File: config.mk
export PLATFORM = sky130hd
export DESIGN_NAME = srp_status_guard
export DESIGN_NICKNAME = d
export VERILOG_FILES = /design/src/rtl/srp_pkg.sv /design/src/rtl/srp_region_decode.sv /design/src/rtl/srp_cmd_gate.sv /design/src/rtl/srp_status_regs.sv /design/src/rtl/srp_status_guard.sv
export SDC_FILE = /design/constraint.sdc
export NUM_CORES = 1
export LEC_CHECK = 0
export BUFFER_PORTS_ARGS = -buffer_cell sky130_fd_sc_hd__clkbuf_2
export CORE_UTILIZATION = 40
export CTS_CLUSTER_SIZE = 8
export DETAILED_ROUTE_END_ITERATION = 10
export GPL_TIMING_DRIVEN = 0
export PLACE_DENSITY = 0.83
export SLEW_MARGIN = 10
export SYNTH_ARGS = -nofsm -noshare
export SYNTH_HDL_FRONTEND = slang
export SYNTH_SLANG_ARGS = --single-unit
File: constraint.sdc
create_clock -name clk_i -period 4.54 [get_ports clk_i]
set_input_delay 1.362 -clock clk_i [delete_from_list [all_inputs] [get_ports clk_i]]
set_output_delay 1.362 -clock clk_i [all_outputs]
set_load 0.01 [all_outputs]
File: src/rtl/srp_pkg.sv
package srp_pkg;
  localparam int SR_W        = 8;
  localparam int BIT_BUSY    = 0;
  localparam int BIT_LATCH   = 1;
  localparam int BIT_CODE_LO = 2;
  localparam int BIT_LOCK    = 7;
  localparam int CODE_W      = 3;

  typedef struct packed {
    logic set_latch;
    logic clr_latch;
    logic sr_write;
    logic page_prog;
    logic sect_erase;
    logic blk_erase;
    logic chip_erase;
  } srp_cmd_t;
endpackage

File: src/rtl/srp_region_decode.sv
module srp_region_decode
  import srp_pkg::*;
#(
  parameter int ADDR_W   = 18,
  parameter int BLK_LOG2 = 2
) (
  input  logic [ADDR_W-1:0] addr_i,
  input  logic [CODE_W-1:0] code_i,
  output logic              prot_o
);
  localparam int NUM_BLK = 1 << BLK_LOG2;
  localparam int BLK_SH  = ADDR_W - BLK_LOG2;

  logic [ADDR_W:0] floor_addr;
  int unsigned     span_log;

  always_comb begin
    floor_addr = '0;
    span_log   = 0;
    prot_o     = 1'b0;
    if (code_i != '0) begin
      span_log = int'(code_i) - 1;
      if (span_log >= BLK_LOG2) begin
        prot_o = 1'b1;
      end else begin
        floor_addr = (ADDR_W+1)'(NUM_BLK - (1 << span_log)) << BLK_SH;
        prot_o     = {1'b0, addr_i} >= floor_addr;
      end
    end
  end
endmodule

File: src/rtl/srp_cmd_gate.sv
module srp_cmd_gate
  import srp_pkg::*;
(
  input  srp_cmd_t          cmd_i,
  input  logic              busy_i,
  input  logic              latch_i,
  input  logic [CODE_W-1:0] code_i,
  input  logic              lock_i,
  input  logic              wp_n_i,
  input  logic              prot_i,
  output logic              accept_o,
  output logic              reject_o
);
  logic addr_cmd, any_write, hw_frozen, ok;

  always_comb begin
    addr_cmd  = cmd_i.page_prog | cmd_i.sect_erase | cmd_i.blk_erase;
    any_write = addr_cmd | cmd_i.chip_erase | cmd_i.sr_write;
    hw_frozen = lock_i & ~wp_n_i;
    ok        = latch_i & ~busy_i;
    if (addr_cmd)              ok = ok & ~prot_i;
    else if (cmd_i.chip_erase) ok = ok & (code_i == '0);
    else if (cmd_i.sr_write)   ok = ok & ~hw_frozen;
    accept_o = any_write & ok;
    reject_o = any_write & ~ok;
  end
endmodule

File: src/rtl/srp_status_regs.sv
module srp_status_regs
  import srp_pkg::*;
(
  input  logic              clk_i,
  input  logic              rst_n_i,
  input  logic              set_latch_i,
  input  logic              clr_latch_i,
  input  logic              start_i,
  input  logic              load_sr_i,
  input  logic [CODE_W-1:0] wr_code_i,
  input  logic              wr_lock_i,
  input  logic              done_i,
  output logic              busy_o,
  output logic              latch_o,
  output logic [CODE_W-1:0] code_o,
  output logic              lock_o
);
  always_ff @(posedge clk_i or negedge rst_n_i) begin
    if (!rst_n_i) begin
      busy_o  <= 1'b0;
      latch_o <= 1'b0;
      code_o  <= '0;
      lock_o  <= 1'b0;
    end else if (busy_o) begin
      if (done_i) begin
        busy_o  <= 1'b0;
        latch_o <= 1'b0;
      end
    end else begin
      if (start_i)          busy_o  <= 1'b1;
      if (set_latch_i)      latch_o <= 1'b1;
      else if (clr_latch_i) latch_o <= 1'b0;
      if (load_sr_i) begin
        code_o <= wr_code_i;
        lock_o <= wr_lock_i;
      end
    end
  end


  done_clear_chk: assert property (@(posedge clk_i) disable iff (!rst_n_i)
    (busy_o && done_i) |=> (!busy_o && !latch_o));

  latch_set_chk: assert property (@(posedge clk_i) disable iff (!rst_n_i)
    (!busy_o && set_latch_i) |=> latch_o);
endmodule

File: src/rtl/srp_status_guard.sv
module srp_status_guard
  import srp_pkg::*;
#(
  parameter int ADDR_W   = 18,
  parameter int BLK_LOG2 = 2
) (
  input  logic              clk_i,
  input  logic              rst_n_i,
  input  logic              set_latch_i,
  input  logic              clr_latch_i,
  input  logic              sr_write_i,
  input  logic              page_prog_i,
  input  logic              sect_erase_i,
  input  logic              blk_erase_i,
  input  logic              chip_erase_i,
  input  logic [ADDR_W-1:0] addr_i,
  input  logic [2:0]        wr_code_i,
  input  logic              wr_lock_i,
  input  logic              wp_n_i,
  input  logic              cycle_done_i,
  output logic [7:0]        status_o,
  output logic              accept_o,
  output logic              reject_o,
  output logic              prot_o
);
  srp_cmd_t          cmd;
  logic              busy, latch, lock, prot;
  logic [CODE_W-1:0] code;
  logic              acc_d, rej_d, acc_q, rej_q;

  assign cmd = '{set_latch: set_latch_i, clr_latch: clr_latch_i,
                 sr_write: sr_write_i, page_prog: page_prog_i,
                 sect_erase: sect_erase_i, blk_erase: blk_erase_i,
                 chip_erase: chip_erase_i};

  srp_region_decode #(.ADDR_W(ADDR_W), .BLK_LOG2(BLK_LOG2)) u_region (
    .addr_i (addr_i),
    .code_i (code),
    .prot_o (prot)
  );

  srp_cmd_gate u_gate (
    .cmd_i    (cmd),
    .busy_i   (busy),
    .latch_i  (latch),
    .code_i   (code),
    .lock_i   (lock),
    .wp_n_i   (wp_n_i),
    .prot_i   (prot),
    .accept_o (acc_d),
    .reject_o (rej_d)
  );

  srp_status_regs u_regs (
    .clk_i       (clk_i),
    .rst_n_i     (rst_n_i),
    .set_latch_i (set_latch_i),
    .clr_latch_i (clr_latch_i),
    .start_i     (acc_d),
    .load_sr_i   (acc_d & sr_write_i),
    .wr_code_i   (wr_code_i),
    .wr_lock_i   (wr_lock_i),
    .done_i      (cycle_done_i),
    .busy_o      (busy),
    .latch_o     (latch),
    .code_o      (code),
    .lock_o      (lock)
  );

  always_ff @(posedge clk_i or negedge rst_n_i) begin
    if (!rst_n_i) begin
      acc_q <= 1'b0;
      rej_q <= 1'b0;
    end else begin
      acc_q <= acc_d;
      rej_q <= rej_d;
    end
  end

  always_comb begin
    status_o                                  = '0;
    status_o[BIT_BUSY]                        = busy;
    status_o[BIT_LATCH]                       = latch;
    status_o[BIT_CODE_LO +: CODE_W]           = code;
    status_o[BIT_LOCK]                        = lock;
  end

  assign accept_o = acc_q;
  assign reject_o = rej_q;
  assign prot_o   = prot;

  logic any_write, addr_cmd;
  assign addr_cmd  = page_prog_i | sect_erase_i | blk_erase_i;
  assign any_write = addr_cmd | chip_erase_i | sr_write_i;


  one_cmd_chk: assert property (@(posedge clk_i) disable iff (!rst_n_i)
    $onehot0(cmd));

  busy_reject_chk: assert property (@(posedge clk_i) disable iff (!rst_n_i)
    (busy && any_write) |=> reject_o);

  latch_needed_chk: assert property (@(posedge clk_i) disable iff (!rst_n_i)
    (!latch && any_write) |=> (reject_o && $stable(status_o)));

  prot_keep_chk: assert property (@(posedge clk_i) disable iff (!rst_n_i)
    (addr_cmd && prot_o && !busy) |=> (reject_o && $stable(latch)));

  chip_lock_chk: assert property (@(posedge clk_i) disable iff (!rst_n_i)
    (chip_erase_i && code != '0) |=> reject_o);

  hw_lock_chk: assert property (@(posedge clk_i) disable iff (!rst_n_i)
    (sr_write_i && lock && !wp_n_i) |=> (reject_o && $stable(code) && $stable(lock)));

  accept_busy_chk: assert property (@(posedge clk_i) disable iff (!rst_n_i)
    accept_o |-> (busy && !reject_o));
endmodule

==> flow_summary.json <==
{
  "numPortBuffers": 41,
  "drt-total-wl_um": 1480,
  "drive_gt1_share_pct": 48.7,
  "hold_buffers": 0,
  "overflow": 0,
  "cts_buffer_depth": 2,
  "clock_latency_ns": 0.24,
  "leakagePower_uw": 0.000510,
  "h-tree-depth": 1,
  "start_kind": "flip-flop",
  "reg2reg_slack_ns": 1.26,
  "synth_top_area_share_pct": 30.4,
  "grt_start_max_net_pins": 9,
  "synth_seq_cells": 8,
  "io-pin-count": 44,
  "syn_area_per_cell_sq_um": 9.42,
  "cap_violations": 0,
  "grt_pass1_vias": 671,
  "die_h_um": 42.6,
  "core-area_sq_mm": 0.00152,
  "cts.repair.resized": 0,
  "fill_cells": 143,
  "drtIter0Drc": 0,
  "drtAntennaViolNets": 0,
  "crit_type": "flip-flop to output port",
  "powerDensity_mw_per_mm2": 569,
  "vdd_drop_max_uv": 259,
  "clock_sinks": 8,
  "hold_class": "flip-flop to flip-flop",
  "final-setup-viol-count": 0,
  "syn_to_final_growth_pct": 38.9,
  "num_vias": 642,
  "vias_per_cell": 4.90,
  "synth_cells": 70,
  "worst_setup_hold_path_clk_slew_ns": 0.05,
  "root_buffer": "clkbuf_4",
  "layout_min_cycle_time_ns": 4.30,
  "synth_top_area_cell": "dfrtp_1",
  "critPathArrivalTime_ns": 2.94,
  "synth_ff_type": "dfrtp_1",
  "p_total_uw": 521,
  "wire_per_inst_um": 11.3,
  "ys_seq_area_share_pct": 30.4,
  "cts_tree": "done",
  "status": "finished clean",
  "fmax_mhz": 233,
  "cp_max_fo": 6,
  "finalCritPeriodShare_pct": 94.7,
  "async_flop_share_pct": 100,
  "drv_slew": 0,
  "synthTopCellsByCount": "9 x inv_1, 8 x dfrtp_1, 6 x ha_1",
  "start_util_pct": 43.3,
  "rows": 14,
  "yosysWarnings": 0,
  "clock_skew_ns": 0.00236,
  "cts_made_buffers": 3,
  "yosysMostFrequentCell": "inv_1",
  "nets": 156,
  "first_pass_iters": 1,
  "drcViolationCount": 0,
  "worst_ep_required_time_ns": 3.18,
  "ys_types": 31,
  "grt_pass1_wl_um": 2640,
  "dieArea_sq_mm": 0.00181,
  "antenna_found_initial": 0,
  "synth_edf_count": 0,
  "grtUsageTotal_pct": 19.4,
  "grt_setup_unrepaired": "no",
  "fp.dieW_um": 42.6,
  "antennaDiodeCount": 0,
  "postCtsSetupBuffers": 0,
  "gp_routability_congestion": 0.791,
  "hold_viol_final": 0,
  "cp-end-kind": "output port",
  "synth_area_sq_um": 659,
  "fin_setup_tns_ns": 0,
  "synth_area_leaders": "dfrtp_1 30%, ha_1 11%, mux2_1 6.8%"
}
## path summary, 6_finish.rpt
| kind | startpoint | to | cells past startpoint |
|---|---|---|---|
| worst max-delay path | u_regs.code_o[0] | prot_o | 14 |
| worst min-delay path | u_regs.lock_o | u_regs.lock_o | 1 |
| worst max register to register | u_regs.code_o[0] | u_regs.code_o[1] | 13 |
| worst min register to register | u_regs.lock_o | u_regs.lock_o | 1 |
| max in group asynchronous | rst_n_i | u_regs.code_o[2] | 1 |
| min in group asynchronous | rst_n_i | u_regs.busy_o | 1 |
## power breakdown
part	total [uW]	switching [uW]	internal (uW)
sequential	137	32.2	104
clock	50.8	20.7	30.0
combinational	334	167	167
total	521	220	301
## final cells by class
cell class | instances | area [sq um] | share of cell area [%]
Clock buffer | 3 | 22.5 | 2.46
Inverter | 9 | 33.8 | 3.69
Buffer | 5 | 37.5 | 4.10
Tap cell | 16 | 20.0 | 2.19
Sequential cell | 8 | 200 | 21.9
Timing Repair Buffer | 41 | 205 | 22.4
Multi-Input combinational cell | 49 | 397 | 43.3
## worst max-delay path, cell delays in order (launching register included)
cell	delay, ns
dfrtp_1	0.42
inv_1	0.10
ha_1	0.21
or2_1	0.23
o21ai_0	0.16
nand3_1	0.10
ha_1	0.28
inv_1	0.04
ha_1	0.28
nor3b_2	0.18
nor4b_4	0.27
o211ai_2	0.18
inv_1	0.08
nor2_1	0.04
clkbuf_2	0.12
## logic make-up (layout without fill, tap and decap cells)
family                     Yosys count  count (layout)  synth area share, %
and+or+nand+nor                     26              26                 25.6
buffers and inverters               14              58                 10.8
muxes                                5               5                 8.54
other                                1               2                0.569
AOI/OAI and AO/OA                   10              10                 12.7
adders and majority gates            6               6                 11.4
DFF                                  8               8                 30.4
## cell usage in the layout (no fill, tap or decap), drive strengths merged, types with 2 or more instances in the layout
cell type and instances:
nor2b 3, nor2 4, o21ai 3, buf 5, nor3 2, clkbuf 44, conb 2, or3 2
nor4 3, dfrtp 8, nand3 2, mux2 5, inv 9, ha 6, nand2 3, a21oi 2
## flip-flops by register name, summed over array words and instances (netlist names)
signal,count
u_regs.latch_o,1
u_regs.lock_o,1
reject_o,1
u_regs.busy_o,1
accept_o,1
u_regs.code_o,3
## metrics by stage
step                      hold slack [ns]  setup WS, ns  util (%)  instance area (sq um)  instances
after floorplan                     0.482         0.678         -                    663         71
after global placement              0.511         0.569      58.3                    888        128
after detailed placement            0.516         0.479      58.3                    888        128
after CTS                           0.528         0.203      59.8                    911        131
after global routing                0.570       0.00849      60.1                    916        131
final                               0.522         0.240      60.1                    916        131
## layer usage
| metal | global-route usage, % | wire [um] | up-vias |
|---|---|---|---|
| li1 | - | - | 328 |
| met1 | 20.3 | 570 | 300 |
| met2 | 37.8 | 854 | 12 |
| met3 | 3.02 | 46 | 2 |
| met4 | 7.50 | 8 | 0 |
| met5 | 0 | 0 | - |
Power figures use the tool's default switching activity.
